### src/rtl/txav_pkg.sv
package txav_pkg;

    typedef enum logic { XFER_CELL = 1'b0, XFER_PKT  = 1'b1 } xfer_mode_e;
    typedef enum logic { BUS_LVL2  = 1'b0, BUS_LVL3  = 1'b1 } bus_level_e;
    typedef enum logic { RPT_POLL  = 1'b0, RPT_DIRECT = 1'b1 } report_e;

    // set / clear request for one availability flag
    typedef struct packed {
        logic set;
        logic clr;
    } flag_req_t;

    // value plus enable standing for a tri-state driver
    typedef struct packed {
        logic oe;
        logic val;
    } tri_out_t;

    // free words left in a FIFO, saturating at zero
    function automatic logic [31:0] free_words(input logic [31:0] fill,
                                               input logic [31:0] depth);
        return (fill >= depth) ? 32'd0 : depth - fill;
    endfunction

    function automatic flag_req_t cell_req(input logic [31:0] free,
                                           input logic [31:0] thr,
                                           input logic [31:0] cell_w);
        flag_req_t r;
        r.set = free >= (thr + 32'd1) * cell_w;
        r.clr = free < cell_w;
        return r;
    endfunction

    function automatic flag_req_t pkt_req(input logic [31:0] free,
                                          input logic [31:0] thr);
        flag_req_t r;
        r.set = free > thr;
        r.clr = (free == 32'd0);
        return r;
    endfunction

    function automatic logic next_flag(input flag_req_t r, input logic cur);
        if (r.set)      return 1'b1;
        else if (r.clr) return 1'b0;
        else            return cur;
    endfunction

endpackage

### src/rtl/txav_port_flag.sv
module txav_port_flag
    import txav_pkg::*;
#(
    parameter int FILL_W     = 7,
    parameter int DEPTH      = 64,
    parameter int CELL_WORDS = 4,
    parameter int THR_W      = 4
) (
    input  logic              clk,
    input  logic              rst,
    input  logic [FILL_W-1:0] fill,
    input  logic [THR_W-1:0]  thr,
    input  xfer_mode_e        mode,
    output logic              flag_d,
    output logic              above_af
);

    logic [31:0] free;
    flag_req_t   req_cell;
    flag_req_t   req_pkt;
    flag_req_t   req;
    logic        flag_q;

    always_comb begin
        free     = free_words(32'(fill), 32'(DEPTH));
        req_cell = cell_req(free, 32'(thr), 32'(CELL_WORDS));
        req_pkt  = pkt_req(free, 32'(thr));
        req      = (mode == XFER_PKT) ? req_pkt : req_cell;
        flag_d   = next_flag(req, flag_q);
        above_af = req_pkt.set;
    end

    always_ff @(posedge clk) begin
        if (rst) flag_q <= 1'b0;
        else     flag_q <= flag_d;
    end

    // a full FIFO always drops the flag in packet mode
    p_full_drops_r3: assert property (@(posedge clk) disable iff (rst)
        (mode == XFER_PKT && 32'(fill) >= 32'(DEPTH)) |=> !flag_q);

    // no room for one whole cell drops the flag in cell mode
    p_cell_drops_r2: assert property (@(posedge clk) disable iff (rst)
        (mode == XFER_CELL && 32'(fill) + 32'(CELL_WORDS) > 32'(DEPTH)) |=> !flag_q);

    // inside the hysteresis band the flag holds
    p_hold_band_r4: assert property (@(posedge clk) disable iff (rst)
        (!req.set && !req.clr) |=> $stable(flag_q));

endmodule

### src/rtl/txav_poll_sel.sv
module txav_poll_sel
    import txav_pkg::*;
#(
    parameter int NPORTS = 4,
    parameter int ADDR_W = 5
) (
    input  logic [NPORTS-1:0] flags,
    input  report_e           rpt,
    input  bus_level_e        lvl,
    input  logic              dp_rst,
    input  logic [ADDR_W-1:0] poll_addr,
    output tri_out_t          nxt
);

    logic hit;
    logic hit_val;

    always_comb begin
        hit     = 1'b0;
        hit_val = 1'b0;
        for (int i = 0; i < NPORTS; i++) begin
            if (poll_addr == ADDR_W'(i)) begin
                hit     = 1'b1;
                hit_val = flags[i];
            end
        end
        if (rpt == RPT_DIRECT) begin
            nxt.val = flags[0];
            nxt.oe  = 1'b1;
        end else begin
            nxt.val = hit_val;
            nxt.oe  = (lvl == BUS_LVL3) | (hit & ~dp_rst);
        end
    end

endmodule

### src/rtl/txav_spa_sel.sv
module txav_spa_sel
    import txav_pkg::*;
#(
    parameter int NPORTS = 4,
    parameter int ADDR_W = 5
) (
    input  logic [NPORTS-1:0] above_af,
    input  xfer_mode_e        mode,
    input  logic              sel_valid,
    input  logic [ADDR_W-1:0] sel_addr,
    output tri_out_t          nxt
);

    logic pick;

    always_comb begin
        pick = 1'b0;
        for (int i = 0; i < NPORTS; i++) begin
            if (sel_addr == ADDR_W'(i)) pick = above_af[i];
        end
        nxt.oe  = (mode == XFER_PKT);
        nxt.val = (mode == XFER_PKT) & sel_valid & pick;
    end

endmodule

### src/rtl/tx_avail_status.sv
module tx_avail_status
    import txav_pkg::*;
#(
    parameter int NPORTS     = 4,
    parameter int FILL_W     = 7,
    parameter int DEPTH      = 64,
    parameter int CELL_WORDS = 4,
    parameter int THR_W      = 4,
    parameter int ADDR_W     = 5
) (
    input  logic                     clk,
    input  logic                     rst,
    input  logic                     dp_rst,
    input  logic [NPORTS*FILL_W-1:0] fill_lvl,
    input  logic [THR_W-1:0]         af_thresh,
    input  logic                     pkt_mode,
    input  logic                     bus_l3,
    input  logic                     direct_en,
    input  logic [ADDR_W-1:0]        poll_addr,
    input  logic                     sel_valid,
    input  logic [ADDR_W-1:0]        sel_addr,
    output logic                     stat_val,
    output logic                     stat_oe,
    output logic [NPORTS-1:1]        dir_avail,
    output logic                     spa_val,
    output logic                     spa_oe
);

    xfer_mode_e        mode;
    bus_level_e        lvl;
    report_e           rpt;
    logic [NPORTS-1:0] flags_d;
    logic [NPORTS-1:0] af_vec;
    tri_out_t          poll_nxt, spa_nxt;
    tri_out_t          stat_q, spa_q;
    logic [NPORTS-1:1] dir_q;

    assign mode = xfer_mode_e'(pkt_mode);
    assign lvl  = bus_level_e'(bus_l3);
    assign rpt  = report_e'(direct_en);

    for (genvar p = 0; p < NPORTS; p++) begin : g_port
        txav_port_flag #(
            .FILL_W(FILL_W), .DEPTH(DEPTH),
            .CELL_WORDS(CELL_WORDS), .THR_W(THR_W)
        ) u_flag (
            .clk      (clk),
            .rst      (rst),
            .fill     (fill_lvl[p*FILL_W +: FILL_W]),
            .thr      (af_thresh),
            .mode     (mode),
            .flag_d   (flags_d[p]),
            .above_af (af_vec[p])
        );
    end

    txav_poll_sel #(.NPORTS(NPORTS), .ADDR_W(ADDR_W)) u_poll (
        .flags     (flags_d),
        .rpt       (rpt),
        .lvl       (lvl),
        .dp_rst    (dp_rst),
        .poll_addr (poll_addr),
        .nxt       (poll_nxt)
    );

    txav_spa_sel #(.NPORTS(NPORTS), .ADDR_W(ADDR_W)) u_spa (
        .above_af  (af_vec),
        .mode      (mode),
        .sel_valid (sel_valid),
        .sel_addr  (sel_addr),
        .nxt       (spa_nxt)
    );

    always_ff @(posedge clk) begin
        if (rst) begin
            stat_q <= '0;
            spa_q  <= '0;
            dir_q  <= '0;
        end else begin
            stat_q <= poll_nxt;
            spa_q  <= spa_nxt;
            dir_q  <= flags_d[NPORTS-1:1];
        end
    end

    assign stat_val  = stat_q.val;
    assign stat_oe   = stat_q.oe;
    assign spa_val   = spa_q.val;
    assign spa_oe    = spa_q.oe;
    assign dir_avail = dir_q;

    // global reset floats both shared outputs and clears direct flags
    p_reset_quiet_r9: assert property (@(posedge clk)
        rst |=> (!stat_oe && !spa_oe && dir_avail == '0));

    // level-3 polled output always driven
    p_l3_driven_r8: assert property (@(posedge clk) disable iff (rst)
        (!direct_en && bus_l3) |=> stat_oe);

    // level-2 polled output floats with no valid port or data-path reset
    p_l2_float_r7: assert property (@(posedge clk) disable iff (rst)
        (!direct_en && !bus_l3 && (dp_rst || 32'(poll_addr) >= 32'(NPORTS)))
        |=> !stat_oe);

    // direct reporting always drives the shared output
    p_direct_driven_r5: assert property (@(posedge clk) disable iff (rst)
        direct_en |=> stat_oe);

    // selected-port output is idle in cell mode
    p_spa_cell_idle_r11: assert property (@(posedge clk) disable iff (rst)
        !pkt_mode |=> (!spa_oe && !spa_val));

    // without a selection the selected-port output stays low
    p_spa_needs_sel_r10: assert property (@(posedge clk) disable iff (rst)
        (pkt_mode && !sel_valid) |=> (spa_oe && !spa_val));

endmodule

### config.mk
export PLATFORM = sky130hd
export DESIGN_NAME = tx_avail_status
export DESIGN_NICKNAME = d
export VERILOG_FILES = /design/src/rtl/txav_pkg.sv /design/src/rtl/txav_port_flag.sv /design/src/rtl/txav_poll_sel.sv /design/src/rtl/txav_spa_sel.sv /design/src/rtl/tx_avail_status.sv
export SDC_FILE = /design/constraint.sdc
export NUM_CORES = 1
export LEC_CHECK = 0
export ABC_AREA = 1
export CAP_MARGIN = 0
export CORE_MARGIN = 5
export CORE_UTILIZATION = 40
export DETAILED_ROUTE_END_ITERATION = 8
export PLACE_DENSITY = 0.79
export SLEW_MARGIN = 0
export SYNTH_ARGS = -nofsm -noshare
export SYNTH_HDL_FRONTEND = slang
export SYNTH_SLANG_ARGS = --single-unit
### constraint.sdc
create_clock -name clk -period 4.75 [get_ports clk]
set_input_delay 0.7125 -clock clk [delete_from_list [all_inputs] [get_ports clk]]
set_output_delay 0.7125 -clock clk [all_outputs]
set_load 0.01 [all_outputs]
# Word level (Yosys, flattened, before mapping)
# Cells that the tools add are included.
[op_classes]
eq_ne = 6
reduce_logical = 6
n_addsub = 5
mux = 29
order_cmp = 16
n_bitwise = 5
[op_table]
columns = ["op", "count"]
rows = [
  [">= comparator 32 bit", 4],
  ["> comparator 32 x 4 -> 1 bit", 4],
  ["logical NOT 32 bit", 4],
  ["less-than comparator 32 x 3 -> 1 bit (second input constant)", 4],
  ["2-to-1 mux 32 bit", 4],
  ["subtractor 7 x 7 -> 8 bit (first input constant)", 4],
  [">= comparator 7 bit (second input constant)", 4],
  ["equality test 5 x 2 -> 1 bit (second input constant)", 4],
  ["2-to-1 mux 1 bit", 20],
  ["equality test 5 x 1 -> 1 bit (second input constant)", 2],
  ["logical NOT 5 bit", 2],
  ["2-to-1 mux 2 bit", 5],
  ["adder 4 x 1 -> 5 bit (second input constant)", 1],
  ["AND 1 bit", 3],
  ["NOT 1 bit", 1],
  ["OR 1 bit", 1],
]
[word_totals]
ff_bits = 11
elab_cells = 76
in_bits = 49
out_inout_bits = 7

# Logic depth before layout (Yosys ltp)
# Gate-level depths: netlist of run 1.
[logic_depth]
word_depth = 11
depth_mapped = 19
depth_no_buf = 19

# By module
# A second synthesis of run 1 with hierarchy kept.
[hier_totals]
cells_unflattened = 419
area_unflattened_um2 = 2447.3
[modules_own_cells]
columns = ["mod", "seq_area_each_um2", "cells_per_inst", "area_per_inst_um2", "n_inst"]
rows = [
  ["txav_port_flag", 20.0, 91, 528.0, 4],
  ["tx_avail_status", 140.1, 21, 192.7, 1],
  ["txav_poll_sel", 0.0, 17, 71.3, 1],
  ["txav_spa_sel", 0.0, 17, 71.3, 1],
]

# Worst setup path before layout of run 1
# Ideal clock, no wire load.
[synth_path]
kind = "input -> register"
start = "in fill_lvl[0]"
end = "reg stat_q, in the netlist stat_val"
t_arrival_ns = 2.286
required_ns = 4.633
n_path_buf = 0
stages = 16
slack_ns = 2.347
setup_time_ns = 0.117
path_cell_list = "inv_1 > ha_1 > inv_1 > nor2_1 > nand2_1 > nor2_1 > ha_1 > a21boi_0 > nor3_1 > nand3_1 > nand2_1 > nand2_1 > nand2_1 > nand3_1 > nor2_1 > nor2_1"
[synth_via]
elab_chain_cells = 11
elab_cells_between_ends = 15
classes_between = "1 x add/sub; 4 x order compare; 9 x mux; 1 x reduce/logical"
[synth_rtl]
columns = ["element", "line", "source"]
rows = [
  ["from (decl)", "tx_avail_status.sv:14", "input logic [NPORTS*FILL_W-1:0] fill_lvl,"],
  ["subtractor 7 x 7 -> 8 bit or >= comparator 7 bit (tied branches)", "txav_pkg.sv:22", "return (fill >= depth) ? 32'd0 : depth - fill;"],
  ["2-to-1 mux 32 bit (*)", "txav_pkg.sv:22", ""],
  ["less-than comparator 32 x 3 -> 1 bit or logical NOT 32 bit (tied branches)", "txav_pkg.sv:30, txav_pkg.sv:38", ""],
  ["2-to-1 mux 2 bit (*)", "txav_port_flag.sv:28", "req = (mode == XFER_PKT) ? req_pkt : req_cell;"],
  ["2-to-1 mux 1 bit", "txav_pkg.sv:44", "else if (r.clr) return 1'b0;"],
  ["2-to-1 mux 1 bit (*)", "txav_pkg.sv:43", "if (r.set) return 1'b1;"],
  ["2-to-1 mux 1 bit (4 in series)", "txav_poll_sel.sv:22", "if (poll_addr == ADDR_W'(i)) begin"],
  ["2-to-1 mux 2 bit (*)", "txav_poll_sel.sv:27", "if (rpt == RPT_DIRECT) begin"],
  ["to (signal assigned)", "tx_avail_status.sv:80", "stat_q <= poll_nxt;"],
  ["to (decl)", "tx_avail_status.sv:35", "tri_out_t stat_q, spa_q;"],
]
# Mark *: on every way between the ends. The rest lies on a longest branch, timed or not.
# A chain may end at the register's enable or synchronous reset.

# Final worst setup path of run 1
[layout_path]
start = "in af_thresh[0]"
end = "reg stat_q, in the netlist stat_val"
[layout_via]
elab_chain_cells = 9
elab_cells_between_ends = 22
classes_between = "1 x add/sub; 8 x order compare; 13 x mux"
[layout_rtl]
columns = ["element", "line", "source"]
rows = [
  ["from (decl)", "tx_avail_status.sv:15", "input logic [THR_W-1:0] af_thresh,"],
  ["adder 4 x 1 -> 5 bit", "txav_pkg.sv:29", "r.set = free >= (thr + 32'd1) * cell_w;"],
  [">= comparator 32 bit", "txav_pkg.sv:29", ""],
  ["2-to-1 mux 2 bit", "txav_port_flag.sv:28", ""],
  ["2-to-1 mux 1 bit", "txav_pkg.sv:43", ""],
  ["2-to-1 mux 1 bit (4 in series)", "txav_poll_sel.sv:22", ""],
  ["2-to-1 mux 2 bit (*)", "txav_poll_sel.sv:27", ""],
]
# Marks and branches as above.

==> results of run 1 <==
## how the worst min path moves through the flow
stage,slack [ps],end,startpoint
floorplan,440,g_port[0].u_flag.flag_q$_SDFF_PP0_,g_port[0].u_flag.flag_q$_SDFF_PP0_
global placement,470,dir_avail[1]$_SDFF_PP0_,dir_avail[1]$_SDFF_PP0_
detailed placement,470,dir_avail[1]$_SDFF_PP0_,dir_avail[1]$_SDFF_PP0_
CTS,470,dir_avail[1]$_SDFF_PP0_,dir_avail[1]$_SDFF_PP0_
global route,500,dir_avail[1]$_SDFF_PP0_,dir_avail[1]$_SDFF_PP0_
finish,470,dir_avail[1]$_SDFF_PP0_,dir_avail[1]$_SDFF_PP0_
## cell type report
| type | instances | area [um^2] |
|---|---|---|
| fill | 513 | 2330 |
| clock buffer | 3 | 41.3 |
| inverter | 69 | 259 |
| multi-input combinational | 265 | 1590 |
| sequential | 8 | 160 |
| timing repair buffer | 55 | 551 |
| tap | 70 | 87.6 |
## report_power, final
part	switching, mW	internal (mW)	total, mW
registers	0.00272	0.0739	0.0767
logic	0.124	0.108	0.231
clock network	0.0266	0.0549	0.0815
## registers in the layout, indices dropped and copies added, names as in the netlist
name and flops:
stat_val 1, spa_val 1, g_port.u_flag.flag_q 1, stat_oe 1
dir_avail 3, spa_oe 1
## cells in the final DEF, fill, tap and decap left out, types with 8 or more instances in the layout
master,synthesis,routed
o21ai_0,9,9
nand4_1,12,12
dfxtp_1,8,8
nand3_1,34,34
nand2_1,66,66
inv_1,64,64
ha_1,41,41
nor2_1,44,44
clkdlybuf4s50_1,0,55
a21oi_1,20,20
## worst reg2reg max path, delay by kind of cell, from the launching register on
family             cells  cell delay, ps
DFF                    1             310
and+or+nand+nor        5             370
AOI/OAI and AO/OA      1              90
## cell usage after synthesis, types with 4 or more instances
cell type,instances,area share [%]
nor2_2,4,1.2
nor4_1,4,1.2
nand4_1,12,3.7
ha_1,41,25
nand2_1,66,12
o21ai_1,5,1.2
inv_1,64,12
dfxtp_1,8,7.9
a21oi_1,20,4.9
o21ai_0,9,2.2
inv_2,5,0.93
o21bai_1,4,1.5
nand3_1,34,8.4
nor2_1,44,8.1
## metal layers
metal  track usage [%]  share of wire, %
met3              1.88               5.1
met2              30.0                49
met4              5.24               1.1
met1              18.6                44
met5                 0                 0
## cells by family after synthesis
family                     synth area share (%)
AOI/OAI and AO/OA                          13.0
DFF                                        7.90
buffers and inverters                      13.9
adders and majority gates                  25.3
and+or+nand+nor                            39.1
xor gates and xnor gates                  0.864
## per-stage QoR
step                      hold slack, ps  worst slack (ps)  power, mW  cell area, um^2
after global placement               470              1620      0.302             2640
after global routing                 496              1520      0.428             2680
after floorplan                      445              2350      0.219             2030
after CTS                            473              1780      0.391             2680
final                                469              1770      0.390             2680
after detailed placement             470              1540      0.308             2640
==> results.ini, run 1 <==
[placement]
placedCellCount = 467
post-dp-hpwl_mm = 4.55
io_buffers = 55
place.gp.congestion = 0.868

[setup_path]
cp.depth = 12
path_class = in2reg
r2r_slack_ps = 3860
r2r_cells = 6
crit_chain = clkdlybuf4s50_1 > ha_1 > xnor2_1 > ha_1 > nand3_1 > nor2_1 > nor3_1 > nand3_1 > nand2_1 > nand2_1 > o21ai_0 > nor2_1
crit_path_max_incr_delay_ps = 570
worstPathMaxFanout = 7
r2r_end = stat_val$_SDFF_PP0_
startpoint_type = input pin
worstPathRequired_ps = 4860
slowest_stage = clkdlybuf4s50_1
r2r-start = dir_avail[3]$_SDFF_PP0_
arrival_ps = 3090
crit_path_end_kind = register
path_delay_family = adder cells
critPathCapture = stat_val$_SDFF_PP0_
critPathLaunch = af_thresh[0]
worst-path-buf-inv = 1

[cts]
htree_levels = 1
clk_pin_slew_ps = 40
ctsHoldBuffers = 0
cts_buffer_depth = 2
clock_latency_ps = 230
ctsRootBufferMaster = clkbuf_8
cts-resized-gates = 0
cts_buffers = 3
numClockSinks = 8
cts_tree = built
post-cts-setup-buffer-count = 0

[global_route]
grt_start_max_net_pins = 10
track_usage_pct = 16.0
grt_pass1_vias = 2136
grt.overflow.total = 0
grt_antenna_before_repair = 0
grt_pass1_wl_mm = 8.60

[routing]
dr.pass1.iters = 4
wl_mm = 5.23
drc = 0
vias = 2315
initialDrtViolationCount = 81
antenna_left = 0
via_per_inst = 4.93
wire_per_inst_um = 11.1

[final_layout]
finalNonFillerCells = 470
drive_gt1_share_pct = 4.00
area_growth_pct = 32.4
utilization_pct = 53.6
nets = 492
diodes = 0

[die]
die_width_um = 81.2
row_count = 26
dieHeight_um = 81.2
ios = 56
coreArea_mm2 = 0.00501
dieArea_mm2 = 0.00659
start_util_pct = 40.5

[timing]
slew_violations = 0
fin_tns_setup_ps = 0
setup_viol = 0
final-hold-violation-count = 0
finalClockSkew_ps = 3.60
fin_crit_ps = 2980
min_period_over_period_pct = 62.8
fmax_mhz = 335
maxSlewHeadroom_pct = 71.7
grt_setup_unrepaired = false
worst_pin_slew_ps = 422

[power]
p_leak_nw = 1.43
powerDensity_mw_per_mm2 = 145
peakVddDrop_uv = 71.6

[logic_synthesis]
synth_edf_count = 0
synth-seq-area-share_pct = 7.90
async_flop_share_pct = 0
ys_ff_latch = 8
ys.flop_type = dfxtp_1
syn-num-nets = 435
synth.avg_cell_area_um2 = 5.88
syn-instance-count = 345
synth_area_mm2 = 0.00203
synth.distinct_cells = 30
yosysWarnings = 0

[run]
max_cap_viol_count = 0

[run_status]
outcome = finished, final reports clean

[min_path]
holdPathStages = 2
hold_class = reg2reg

Note: power is estimated with default switching activity, not from simulation.
==> inputs of run 2 (changes only) <==
clock period = 3.1 ns   (was 4.75 ns; I/O delays follow)
==> run 2 against run 1 <==
Net effect: critical path depth increased by 2; total power increased by 54%; via count decreased by 0.30%; sequential power increased by 53%.
==> results.ini, run 2 (synthesis results as in run 1) <==
[run_status]
outcome = finished, final reports clean

[cts]
numClockSinks = 8  ; unchanged
ctsRootBufferMaster = clkbuf_8
post-cts-setup-buffer-count = 0  ; unchanged
cts-resized-gates = 0  ; unchanged
cts_buffer_depth = 2  ; unchanged
htree_levels = 1  ; unchanged
clk_pin_slew_ps = 40  ; about the same
ctsHoldBuffers = 0  ; unchanged
cts_buffers = 3  ; unchanged
cts_tree = built
clock_latency_ps = 230  ; about the same

[timing]
grt_setup_unrepaired = false
finalClockSkew_ps = 2.37  ; -1.23 ps
fin_tns_setup_ps = 0  ; unchanged
layout_setup_ws_ps = 480  ; -1290 ps
setup_viol = 0  ; unchanged
worst_pin_slew_ps = 378  ; -44.3 ps
min_period_over_period_pct = 84.5
maxSlewHeadroom_pct = 74.7  ; +3.1 points
slew_violations = 0  ; unchanged
fmax_mhz = 382
fin_crit_ps = 2620
final-hold-violation-count = 0  ; unchanged

[min_path]
hold_class = reg2reg

[final_layout]
utilization_pct = 53.9  ; +0.30 points
area_growth_pct = 33.1
largest_register_ffs = 3  ; unchanged
fillers = 549  ; +7.0%
layout_commonest_cell = nand2_1
final_cell_mix = nand2_1, inv_1, clkdlybuf4s50_1
nets = 494  ; +0.41%
diodes = 0  ; unchanged
drive_gt1_share_pct = 4.48  ; +0.48 points
regArea_um2 = 160  ; unchanged
multiInputGateArea_mm2 = 0.00159  ; unchanged

[die]
ios = 56  ; unchanged
dieArea_mm2 = 0.00659  ; unchanged
coreArea_mm2 = 0.00501  ; unchanged
dieHeight_um = 81.2  ; unchanged
row_count = 26  ; unchanged
start_util_pct = 40.5  ; unchanged
die_width_um = 81.2  ; unchanged

[routing]
antenna_left = 0  ; unchanged
via_per_inst = 4.89  ; -0.72%
wl_mm = 5.26  ; +0.46%
dr.pass1.iters = 4  ; unchanged
initialDrtViolationCount = 126  ; +56%
drc = 0  ; unchanged
vias = 2308  ; -0.30%
wire_per_inst_um = 11.1  ; about the same

[power]
peakVddDrop_uv = 108  ; +50%
powerDensity_mw_per_mm2 = 222  ; +53%
power.total_mw = 0.600  ; +54%
p_leak_nw = 1.44  ; +0.67%

[global_route]
grt_start_max_net_pins = 10  ; unchanged
grt.overflow.total = 0  ; unchanged
grt_pass1_wl_mm = 8.78  ; +2.0%
track_usage_pct = 16.3  ; +0.33 points
grt_pass1_vias = 2180  ; +2.1%
grt_antenna_before_repair = 0  ; unchanged

[setup_path]
worstPathMaxFanout = 6  ; -1
worstPathRequired_ps = 3220  ; -1640 ps
crit_path_end_kind = register
startpoint_type = input pin
arrival_ps = 2740  ; -350 ps
path_class = in2reg

[placement]
dp_slack_ps = 221  ; -1320 ps
place.gp.congestion = 0.889  ; +2.4%
io_buffers = 55  ; unchanged
post-dp-hpwl_mm = 4.56  ; +0.13%

[run]
max_cap_viol_count = 0  ; unchanged

-- run 2: cell count changes in the layout (fill, tap and decap cells not counted), sizes merged --
| cell | change |
|---|---|
| buf | +2 |
-- run 2: cell type report --
cell class	count	area share, %
Multi-Input combinational cell	265	58.7
Clock buffer	3	1.53
Inverter	69	9.60
Timing Repair Buffer	57	21.0
Tap cell	70	3.25
Sequential cell	8	5.93
-- run 2: power breakdown --
group	switching (mW)	total, mW	internal [mW]
clock network	0.0419	0.126	0.0842
registers	0.00418	0.117	0.113
logic	0.189	0.356	0.168
-- run 2: routing by layer --
layer  wire length [um]  up-vias  global-route usage (%)
met2               2650       57                    32.0
met4                 55        0                    3.55
li1                   -     1254                       -
met3                255        6                    1.66
met5                  0        -                       0
met1               2290      991                    18.7
-- run 2: critical path: stages --
cell and delay [ps]:
clkdlybuf4s50_1 610, nand3_1 130, xor2_1 340, ha_1 340, nand2_1 90, a21boi_0 80, nor3_1 170, nand3_1 100
nand2_1 100, nand2_1 60, nand2_1 50, nand3_1 70, nor2_1 100, nor2_1 40
-- run 2: final timing paths --
path                                            from                                 end  slack, ps  cells past startpoint
setup / recovery                        af_thresh[0]                 stat_val$_SDFF_PP0_        480                     14
hold / removal    g_port[0].u_flag.flag_q$_SDFF_PP0_  g_port[0].u_flag.flag_q$_SDFF_PP0_        480                      2
setup reg to reg             dir_avail[3]$_SDFF_PP0_                 stat_val$_SDFF_PP0_       2230                      6
hold reg to reg   g_port[0].u_flag.flag_q$_SDFF_PP0_  g_port[0].u_flag.flag_q$_SDFF_PP0_        480                      2
-- run 2: per-stage QoR --
step	instances	hold slack [ps]	area, um^2
2_1_floorplan	345	445	2030
3_3_place_gp	469	472	2660
3_5_place_dp	469	471	2660
4_1_cts	472	477	2700
5_1_grt	472	499	2700
6_report	472	477	2700
